**config.mk**
```make
export PLATFORM = sky130hd
export DESIGN_NAME = card_evt_ctrl
export DESIGN_NICKNAME = d
export VERILOG_FILES = /design/src/rtl/cevt_pkg.sv /design/src/rtl/cevt_sync.sv /design/src/rtl/cevt_sock.sv /design/src/rtl/cevt_irq.sv /design/src/rtl/card_evt_ctrl.sv
export SDC_FILE = /design/constraint.sdc
export NUM_CORES = 1
export LEC_CHECK = 0
export BUFFER_PORTS_ARGS = -buffer_cell sky130_fd_sc_hd__buf_2
export CAP_MARGIN = 10
export CELL_PAD_IN_SITES_DETAIL_PLACEMENT = 2
export CELL_PAD_IN_SITES_GLOBAL_PLACEMENT = 2
export CORE_AREA = 10 10 131 133
export DETAILED_ROUTE_END_ITERATION = 10
export DIE_AREA = 0 0 141 143
export PLACE_DENSITY_LB_ADDON = 0.1
export SETUP_SLACK_MARGIN = 0.3
export SLEW_MARGIN = 0
export SYNTH_ARGS = -nofsm -noshare
export SYNTH_HDL_FRONTEND = slang
export SYNTH_HIERARCHICAL = 1
export SYNTH_SLANG_ARGS = --single-unit
```
**constraint.sdc**
```tcl
create_clock -name clk -period 1.7 [get_ports clk]
set_input_delay 0.17 -clock clk [delete_from_list [all_inputs] [get_ports clk]]
set_output_delay 0.17 -clock clk [all_outputs]
set_load 0.05 [all_outputs]
```
**src/rtl/cevt_pkg.sv**
```systemverilog
package cevt_pkg;

   localparam int NEVT = 4;
   localparam int DW   = 8;
   localparam int AW   = 3;
   localparam int PINW = 6;
   localparam int CTW  = 2;

   localparam logic [AW-1:0] A_STAT  = 3'd0;
   localparam logic [AW-1:0] A_CTRL  = 3'd1;
   localparam logic [AW-1:0] A_CHG   = 3'd2;
   localparam logic [AW-1:0] A_ENA   = 3'd3;
   localparam logic [AW-1:0] A_ROUTE = 3'd4;

   // event bit positions (shared by change, enable and routing registers)
   localparam int E_BV1 = 0;
   localparam int E_BV2 = 1;
   localparam int E_RDY = 2;
   localparam int E_DET = 3;

   // events still captured in I/O-card mode
   localparam logic [NEVT-1:0] IO_KEEP = (NEVT'(1) << E_BV1) | (NEVT'(1) << E_DET);

   typedef struct packed {
      logic pwr;
      logic wp;
      logic rdy;
      logic present;
      logic bvd2_n;
      logic bvd1_n;
   } pins_t;

   function automatic logic [NEVT-1:0] evt_src(pins_t p);
      logic [NEVT-1:0] v;
      v        = '0;
      v[E_BV1] = p.bvd1_n;
      v[E_BV2] = p.bvd2_n;
      v[E_RDY] = p.rdy;
      v[E_DET] = p.present;
      return v;
   endfunction

   function automatic logic [DW-1:0] stat_byte(pins_t p);
      return {2'b00, p.pwr, p.rdy, p.wp, p.present, p.bvd2_n, p.bvd1_n};
   endfunction

endpackage

```
**src/rtl/cevt_sync.sv**
```systemverilog
module cevt_sync #(
   parameter int W      = 8,
   parameter int STAGES = 2
) (
   input  logic         clk,
   input  logic         rst_n,
   input  logic [W-1:0] d,
   output logic [W-1:0] q
);

   if (STAGES < 2) begin : g_bad_stages
      $error("cevt_sync: STAGES must be at least 2");
   end

   logic [W-1:0] st [STAGES];

   for (genvar i = 0; i < STAGES; i++) begin : g_stage
      if (i == 0) begin : g_first
         always_ff @(posedge clk or negedge rst_n) begin
            if (!rst_n) st[0] <= '0;
            else        st[0] <= d;
         end
      end else begin : g_next
         always_ff @(posedge clk or negedge rst_n) begin
            if (!rst_n) st[i] <= '0;
            else        st[i] <= st[i-1];
         end
      end
   end

   assign q = st[STAGES-1];

endmodule

```
**src/rtl/cevt_sock.sv**
```systemverilog
module cevt_sock
   import cevt_pkg::*;
(
   input  logic            clk,
   input  logic            rst_n,
   input  pins_t           pins,
   input  logic            wr_ctrl,
   input  logic            wr_ena,
   input  logic            rd_chg,
   input  logic [DW-1:0]   wdata,
   output logic [CTW-1:0]  ctrl_q,
   output logic [NEVT-1:0] ena_q,
   output logic [NEVT-1:0] chg_q,
   output logic [NEVT-1:0] pend,
   output logic            card_rst
);

   logic [NEVT-1:0] src, prev_q, chg_edge, keep_m, new_evt;
   logic            io_mode;

   assign io_mode  = ctrl_q[0];
   assign src      = evt_src(pins);
   assign chg_edge = src ^ prev_q;
   assign keep_m   = io_mode ? IO_KEEP : '1;
   assign new_evt  = chg_edge & keep_m;

   always_ff @(posedge clk or negedge rst_n) begin
      if (!rst_n) begin
         prev_q <= '0;
         chg_q  <= '0;
      end else begin
         prev_q <= src;
         if (rd_chg) chg_q <= new_evt;
         else        chg_q <= chg_q | new_evt;
      end
   end

   always_ff @(posedge clk or negedge rst_n) begin
      if (!rst_n) begin
         ctrl_q <= '0;
         ena_q  <= '0;
      end else begin
         if (wr_ctrl) ctrl_q <= wdata[CTW-1:0];
         if (wr_ena)  ena_q  <= wdata[NEVT-1:0];
      end
   end

   assign pend     = chg_q & ena_q;
   assign card_rst = ~ctrl_q[1];

   AST_STICKY: assert property (@(posedge clk) disable iff (!rst_n)
      !rd_chg |=> ((chg_q & $past(chg_q)) == $past(chg_q)));
   AST_CLEAR_ON_READ: assert property (@(posedge clk) disable iff (!rst_n)
      (rd_chg && new_evt == '0) |=> (chg_q == '0));
   AST_KEEP_COLLIDE: assert property (@(posedge clk) disable iff (!rst_n)
      rd_chg |=> ((chg_q & $past(new_evt)) == $past(new_evt)));
   AST_IO_QUIET: assert property (@(posedge clk) disable iff (!rst_n)
      (io_mode && !rd_chg) |=> $stable(chg_q[E_RDY:E_BV2]));

endmodule

```
**src/rtl/cevt_irq.sv**
```systemverilog
module cevt_irq
   import cevt_pkg::*;
#(
   parameter int NSOCK   = 4,
   parameter bit OUT_REG = 1'b1
) (
   input  logic                  clk,
   input  logic                  rst_n,
   input  logic [NSOCK*NEVT-1:0] pend,
   input  logic [NEVT-1:0]       route,
   output logic                  irq_pci,
   output logic                  irq_leg
);

   logic any_pci, any_leg;

   always_comb begin
      any_pci = 1'b0;
      any_leg = 1'b0;
      for (int s = 0; s < NSOCK; s++) begin
         any_pci = any_pci | (|(pend[s*NEVT +: NEVT] &  route));
         any_leg = any_leg | (|(pend[s*NEVT +: NEVT] & ~route));
      end
   end

   if (OUT_REG) begin : g_reg
      always_ff @(posedge clk or negedge rst_n) begin
         if (!rst_n) begin
            irq_pci <= 1'b0;
            irq_leg <= 1'b0;
         end else begin
            irq_pci <= any_pci;
            irq_leg <= any_leg;
         end
      end

      AST_ROUTED: assert property (@(posedge clk) disable iff (!rst_n)
         (|pend) |=> (irq_pci || irq_leg));
      AST_QUIET: assert property (@(posedge clk) disable iff (!rst_n)
         (pend == '0) |=> (!irq_pci && !irq_leg));
   end else begin : g_comb
      assign irq_pci = any_pci;
      assign irq_leg = any_leg;

      AST_QUIET: assert property (@(posedge clk) disable iff (!rst_n)
         (pend == '0) |-> (!irq_pci && !irq_leg));
   end

endmodule

```
**src/rtl/card_evt_ctrl.sv**
```systemverilog
module card_evt_ctrl
   import cevt_pkg::*;
#(
   parameter int NSOCK       = 4,
   parameter int SYNC_STAGES = 2,
   parameter bit IRQ_REG     = 1'b1,
   localparam int SW = (NSOCK > 1) ? $clog2(NSOCK) : 1
) (
   input  logic             clk,
   input  logic             rst_n,
   input  logic [SW-1:0]    bus_sel,
   input  logic [AW-1:0]    bus_addr,
   input  logic             bus_wr,
   input  logic             bus_rd,
   input  logic [DW-1:0]    bus_wdata,
   output logic [DW-1:0]    bus_rdata,
   input  logic [NSOCK-1:0] pin_present,
   input  logic [NSOCK-1:0] pin_ready,
   input  logic [NSOCK-1:0] pin_bvd1_n,
   input  logic [NSOCK-1:0] pin_bvd2_n,
   input  logic [NSOCK-1:0] pin_wp,
   input  logic [NSOCK-1:0] pin_pwr,
   output logic [NSOCK-1:0] card_rst,
   output logic             irq_pci,
   output logic             irq_leg
);

   if (NSOCK < 1 || NSOCK > 8) begin : g_bad_nsock
      $error("card_evt_ctrl: NSOCK must be 1..8");
   end

   localparam int VW = NSOCK * PINW;

   logic [VW-1:0]         raw_v, sync_v;
   pins_t                 sync_p [NSOCK];
   logic [CTW-1:0]        ctrl_q [NSOCK];
   logic [NEVT-1:0]       ena_q  [NSOCK];
   logic [NEVT-1:0]       chg_q  [NSOCK];
   logic [NSOCK*NEVT-1:0] pend_v;
   logic [NSOCK-1:0]      hit;
   logic [NEVT-1:0]       route_q;
   logic [DW-1:0]         rd_mux;
   logic                  unused_wdata;

   assign unused_wdata = ^bus_wdata[DW-1:NEVT];

   for (genvar s = 0; s < NSOCK; s++) begin : g_pins
      pins_t rp;
      assign rp.pwr     = pin_pwr[s];
      assign rp.wp      = pin_wp[s];
      assign rp.rdy     = pin_ready[s];
      assign rp.present = pin_present[s];
      assign rp.bvd2_n  = pin_bvd2_n[s];
      assign rp.bvd1_n  = pin_bvd1_n[s];
      assign raw_v[s*PINW +: PINW] = rp;
   end

   cevt_sync #(.W(VW), .STAGES(SYNC_STAGES)) i_sync (
      .clk  (clk),
      .rst_n(rst_n),
      .d    (raw_v),
      .q    (sync_v)
   );

   for (genvar s = 0; s < NSOCK; s++) begin : g_sock
      logic wr_c, wr_e, rd_c;
      assign hit[s]    = (bus_sel == SW'(s));
      assign wr_c      = bus_wr & hit[s] & (bus_addr == A_CTRL);
      assign wr_e      = bus_wr & hit[s] & (bus_addr == A_ENA);
      assign rd_c      = bus_rd & hit[s] & (bus_addr == A_CHG);
      assign sync_p[s] = pins_t'(sync_v[s*PINW +: PINW]);

      cevt_sock i_sock (
         .clk     (clk),
         .rst_n   (rst_n),
         .pins    (sync_p[s]),
         .wr_ctrl (wr_c),
         .wr_ena  (wr_e),
         .rd_chg  (rd_c),
         .wdata   (bus_wdata),
         .ctrl_q  (ctrl_q[s]),
         .ena_q   (ena_q[s]),
         .chg_q   (chg_q[s]),
         .pend    (pend_v[s*NEVT +: NEVT]),
         .card_rst(card_rst[s])
      );
   end

   always_ff @(posedge clk or negedge rst_n) begin
      if (!rst_n)                              route_q <= '0;
      else if (bus_wr && bus_addr == A_ROUTE)  route_q <= bus_wdata[NEVT-1:0];
   end

   always_comb begin
      rd_mux = '0;
      if (bus_addr == A_ROUTE) begin
         rd_mux[NEVT-1:0] = route_q;
      end else begin
         for (int s = 0; s < NSOCK; s++) begin
            if (hit[s]) begin
               case (bus_addr)
                  A_STAT:  rd_mux            = stat_byte(sync_p[s]);
                  A_CTRL:  rd_mux[CTW-1:0]   = ctrl_q[s];
                  A_CHG:   rd_mux[NEVT-1:0]  = chg_q[s];
                  A_ENA:   rd_mux[NEVT-1:0]  = ena_q[s];
                  default: rd_mux            = '0;
               endcase
            end
         end
      end
   end

   always_ff @(posedge clk or negedge rst_n) begin
      if (!rst_n)      bus_rdata <= '0;
      else if (bus_rd) bus_rdata <= rd_mux;
   end

   cevt_irq #(.NSOCK(NSOCK), .OUT_REG(IRQ_REG)) i_irq (
      .clk    (clk),
      .rst_n  (rst_n),
      .pend   (pend_v),
      .route  (route_q),
      .irq_pci(irq_pci),
      .irq_leg(irq_leg)
   );

   AST_RST_RELEASE: assert property (@(posedge clk) disable iff (!rst_n)
      (bus_wr && bus_addr == A_CTRL && hit[0] && bus_wdata[1]) |=> !card_rst[0]);

endmodule

```
* After elaboration in Yosys (flattened, before gate mapping) *
Index checks and enable logic that the tools add are counted.

storage, ports and cells
  output and inout port bits = 14
  word-level logic and storage cells = 123
  input port bits = 41
  flip-flop bits (word level) = 118

operators by class
  muxes and demuxes = 27
  reductions and logical operators = 12
  equality and inequality tests = 7
  bitwise operators = 55

operator list
  cell                                                 count
  bitwise AND 4 bit                                    16
  case mux 2 bit (4 select lines)                      7
  2-to-1 mux 8 bit                                     4
  OR reduction 4 bit                                   8
  2-to-1 mux 4 bit                                     6
  case mux 4 bit (2 select lines)                      3
  bitwise AND 1 bit                                    20
  OR 4 bit                                             4
  bitwise XOR 4 bit                                    4
  2-to-1 mux 3 bit                                     4
  equality test 3 x 2 -> 1 bit, second input constant  2
  2-to-1 mux 6 bit                                     1
  OR 1 bit                                             6
  case mux 2 bit (3 select lines)                      1
  equality test 2 bit, second input constant           2
  inverter 1 bit                                       4
  inverter 4 bit                                       1
  equality test 3 x 1 -> 1 bit, second input constant  1
  equality test 3 bit, second input constant           1
  zero test 3 bit                                      1
  OR reduction 3 bit                                   1
  equality test 2 x 1 -> 1 bit, second input constant  1
  zero test 2 bit                                      1
  2-to-1 mux 2 bit                                     1
  logical AND 1 bit                                    1

* Logic depth before layout (Yosys ltp) *
  depth after elaboration = 11
  depth in mapped cells = 6
  gate-level depth less buffers = 4

* Cells and area by module *
Netlist, hierarchy kept.

by module, submodules not included
  module         cells each  area each (sq um)  instances  seq. area each (sq um)
  cevt_sock      38          516.7              4          350.3
  cevt_sync      72          1,381.3            1          1,201.2
  card_evt_ctrl  125         1,154.9            1          250.2
  cevt_irq       14          143.9              1          50.0

* Worst setup path after synthesis *
OpenSTA, ideal clock, no wires.

  kind = flip-flop to flip-flop
  from = register i_sync.st (netlist bit i_sync/q[13])
  to = register bus_rdata[1]
  data required time = 1.555 ns
  path buffers = 1
  setup time = 0.145 ns
  data arrival time = 1.367 ns
  period minus slack after synthesis = 1.512 ns
  cell stages (with the launch flop) = 6
  path slack = 0.188 ns
  path through = dfrtp_1 > buf_4 > mux4_1 > mux2_2 > nand3b_1 > a41oi_2

on the way
  longest elaborated chain between the ends = 4

RTL lines
  element                          line                  RTL
  start, declared                  cevt_sync.sv:15       logic [W-1:0] st [STAGES];
  start signal, assigned by index  cevt_sync.sv:26       else st[i] <= st[i-1];
  case mux 2 bit (4 select lines)  card_evt_ctrl.sv:101  case (bus_addr)
  2-to-1 mux 8 bit (2 in a row)    card_evt_ctrl.sv:100  if (hit[s]) begin
  2-to-1 mux 4 bit                 card_evt_ctrl.sv:96   if (bus_addr == A_ROUTE) begin
  end signal, assigned             card_evt_ctrl.sv:115  else if (bus_rd) bus_rdata <= rd_mux;
  end, declared                    card_evt_ctrl.sv:16   output logic [DW-1:0] bus_rdata,

No other way between the ends.
A chain may end at the register's enable or synchronous reset.

* Worst setup path after layout *
Same ends and word-level chain as after synthesis.

==> metrics.md <==
| Metric | Value |
|---|---|
| Status | `complete, no violations` |
| Final nets | `between 500 and 600` |
| Iteration-0 DRC Markers | `between 90 and 100` |
| Maximum vdd drop | `around 0.65 mV` |
| First-pass GRT wire length | `between 20000 and 25000 um` |
| Layout cells sized above 1 | `approximately a third` |
| Placed cells | `between 500 and 600` |
| Critical Setup Path Class | `flop to flop` |
| Vias | `just over 3000` |
| Post-DP HPWL | `between 8000 and 9000 um` |
| Die Wd | `roughly 140 um` |
| Switching power | `between 2000 and 2500 uW` |
| RSZ-0062 raised after global routing | `true` |
| Top cells by area, synth | `dfrtp_1 61%, mux2_1 4.7%, buf_4 4.1%` |
| Maximum Capacitance Violations | `0` |
| HP Start | `bus_wdata[3]` |
| Number of synthesized register bits | `between 100 and 150` |
| Clock Latency Late Sink | `about 0.42 ns` |
| CTS H-tree lvls | `4` |
| Finished Layout Cells | `662` |
| Hold Fails Final Rpt | `0` |
| WL/cell | `18.56 um` |
| Mapped cell area | `~4700 um2` |
| Fill cell count | `between 1000 and 1500` |
| Critical path capture point type | `flop` |
| Lkg Pwr | `just under 0.003 uW` |
| Final Cycle Share | `approximately 87%` |
| Design Area, Final | `approximately 6300 um2` |
| Worst Path Max Fanout | `2` |
| P&R area growth vs syn | `31.89%` |
| Min-Delay Endpoint | `g_sock[0].i_sock/ena_q[3]` |
| Number of global-route vias before repair | `approximately 3500` |
| Final Skew | `between 0.01 and 0.015 ns` |
| Antenna cells | `0` |
| Clock Power Share | `a little under half` |
| Worst-Margin Slew | `0.5739 ns` |
| Worst EP arrival | `1.77 ns` |
| Worst slew margin | `61.74%` |
| Post-Synthesis Cells | `between 300 and 400` |
| Max clock buf depth | `2` |
| Overflow after GRT | `0` |
| Largest net degree at the start of global routing | `39` |
| Worst endpoint required time | `just under 2 ns` |
| Placement-stage cell area | `5240 um2` |
| Die Ht | `approximately 140 um` |
| Combinational Power Share | `14.2%` |
| CTS Root Cell | `clkbuf_16` |
| Switch share | `25.96%` |
| Core ar. | `between 10000 and 15000 um2` |
| Synth Area per Inst | `between 10 and 15 um2` |
| DRC violations left | `0` |
| Sequential share of power | `~40%` |
| R2r endpoint | `bus_rdata[1]` |
| Top cell type's share of synthesized area | `61.15%` |
| Clock Sink Count | `116` |
| R2R cell count | `4` |
| Clock transition at path regs | `~0.060 ns` |
| Routed vias/inst | `around 4.7` |
| Primary FF master, synth | `dfrtp_1` |
| IO buf count | `48` |
| Initial antenna violation count | `0` |
| CTS Buf Count | `17` |
| Reg-to-reg slack, setup | `around 0.21 ns` |
| 1st-pass router iterations | `4` |
| Sequential cell area fraction in the yosys report | `~61%` |
| Synth warn | `6` |
| Critical Path Start | `i_sync/q[13]` |
| Yosys cell types | `39` |
| Crit path launch type | `flop` |
| Internal power | `~6000 uW` |
| Pwr Density | `1291 nW/um2` |
| Area leader, netlist | `dfrtp_1` |
| Final ANT Viol Nets | `0` |
| EDFF count, synth | `0` |
| CTS tree | `built` |
| GP Congestion | `around 0.74` |
| Max-slew violations | `0` |
| Die ar. | `between 20000 and 25000 um2` |
| Setup TNS | `0 ns` |
| HP Class | `primary input to flop` |
| Min-Delay Path Depth | `2` |
| Min Tclk post-route | `about 1.5 ns` |
| Rows | `44` |
| Num ports | `55` |
| Total global-route track usage | `a little over an eighth` |
| Async S/R FF share, synth | `100.0%` |
| Final setup viols | `0` |
| Design Power | `8084 uW` |
| Max frequency | `672.4 MHz` |
| WL final | `between 10000 and 15000 um` |
| RR Startpoint | `i_sync/q[13]` |
| Initial cell density of the core | `between 30% and 40%` |
## worst max path at each step
stage | depth (start not counted) | end
after detailed placement | 5 | g_sock[0].i_sock/ena_q[1]
after global routing | 4 | bus_rdata[1]
final | 4 | bus_rdata[1]
after floorplan | 5 | bus_rdata[1]
after global placement | 6 | g_sock[0].i_sock/ctrl_q[0]
after CTS | 4 | bus_rdata[1]
## placed cells by master (no fill, tap or decap), drive strengths merged, types with 2 or more instances in the layout
cell type,Yosys,routed
clkbuf,5,22
bufinv,0,3
a21oi,3,3
mux4,9,9
nand2,8,8
and2,16,16
mux2,26,26
inv,24,25
clkinv,0,3
conb,1,2
mux2i,13,13
nor3,5,5
o22ai,10,10
nor2b,2,2
nand4,4,4
nand2b,6,6
dfrtp,116,116
clkinvlp,0,4
a21o,2,2
nor4,4,4
o21ai,24,24
dlygate4sd3,0,25
nand3b,3,3
buf,33,94
nor2,13,13
xnor2,16,16
nand3,12,12
## layer usage
metal	up-vias	global-route usage, %	part of all wire [%]
li1	1416	-	-
met1	1615	16.08	46
met2	54	21.03	49
met3	13	3.615	3.7
met4	0	6.359	1.6
met5	-	0	0
## cells by family (layout without fill, tap and decap cells)
| group | Yosys count | in the layout | share of synthesized area, % |
|---|---|---|---|
| flops | 116 | 116 | 61.15 |
| simple gates | 77 | 77 | 9.226 |
| buf+inv | 62 | 176 | 7.828 |
| mux | 48 | 48 | 13.42 |
| compound gates | 43 | 43 | 5.350 |
| xor+xnor | 16 | 16 | 2.952 |
| other cells | 1 | 2 | 0.07900 |
## through the flow
stage | utilization [%] | setup slack [ns] | hold slack, ns
final | 43.41 | 0.2127 | 0.05981
after global routing | 43.41 | 0.1495 | 0.07061
after CTS | 42.97 | 0.2188 | 0.04635
after detailed placement | 36.33 | -0.09508 | 0.2194
after global placement | 36.33 | -0.01956 | 0.2019
after floorplan | - | 0.2080 | -0.1256
## worst max-delay path, stage by stage, from the launching register on
cell and delay, ns:
dfrtp_1 0.39, mux4_2 0.45, mux2_4 0.30, nand3b_1 0.11, a41oi_2 0.09
## cell usage after synthesis (all sizes together) (2+ instances only)
library cell,n
dfrtp,116
buf,33
mux2,26
inv,24
o21ai,24
and2,16
xnor2,16
mux2i,13
nor2,13
nand3,12
o22ai,10
mux4,9
nand2,8
nand2b,6
clkbuf,5
nor3,5
nand4,4
nor4,4
a21oi,3
nand3b,3
a21o,2
nor2b,2
## layout make-up
cell class | instances | area (um2) | area share, %
flip-flops and latches | 116 | 2903 | 46.36
repair buffers | 120 | 898.4 | 14.35
well taps | 184 | 230.2 | 3.677
clock inverters | 11 | 147.6 | 2.358
inverters | 24 | 90.09 | 1.439
clock buffers | 21 | 480.5 | 7.674
multi-input cells | 186 | 1511 | 24.14
## sequential cells by signal, indices dropped and copies added (netlist names)
register / cells
i_irq/irq_pci: 1
g_sock.i_sock/ena_q: 16
g_sock.i_sock/chg_q: 16
g_sock.i_sock/prev_q: 16
i_irq/irq_leg: 1
i_sync/q: 24
route_q: 4
g_sock.i_sock/ctrl_q: 8
i_sync/st: 24
bus_rdata: 6
## power by group through the flow
stage	Clock, uW	Sequential [uW]	Combinational, uW
6_report	3750	3190	1150
5_1_grt	3960	3230	1260
4_1_cts	3870	3200	1120
3_5_place_dp	0	3250	1020
3_3_place_gp	0	3230	1000
2_1_floorplan	0	3280	614
## what timing repair did
action,4_1_cts,5_1_grt
setup endpoints to repair,6,10
hold endpoints to repair,58,0
buffers inserted,8,5
pin swaps,6,2
hold buffers,25,0
gates resized for setup,5,6
No activity file was read; power rests on OpenSTA's default activity.
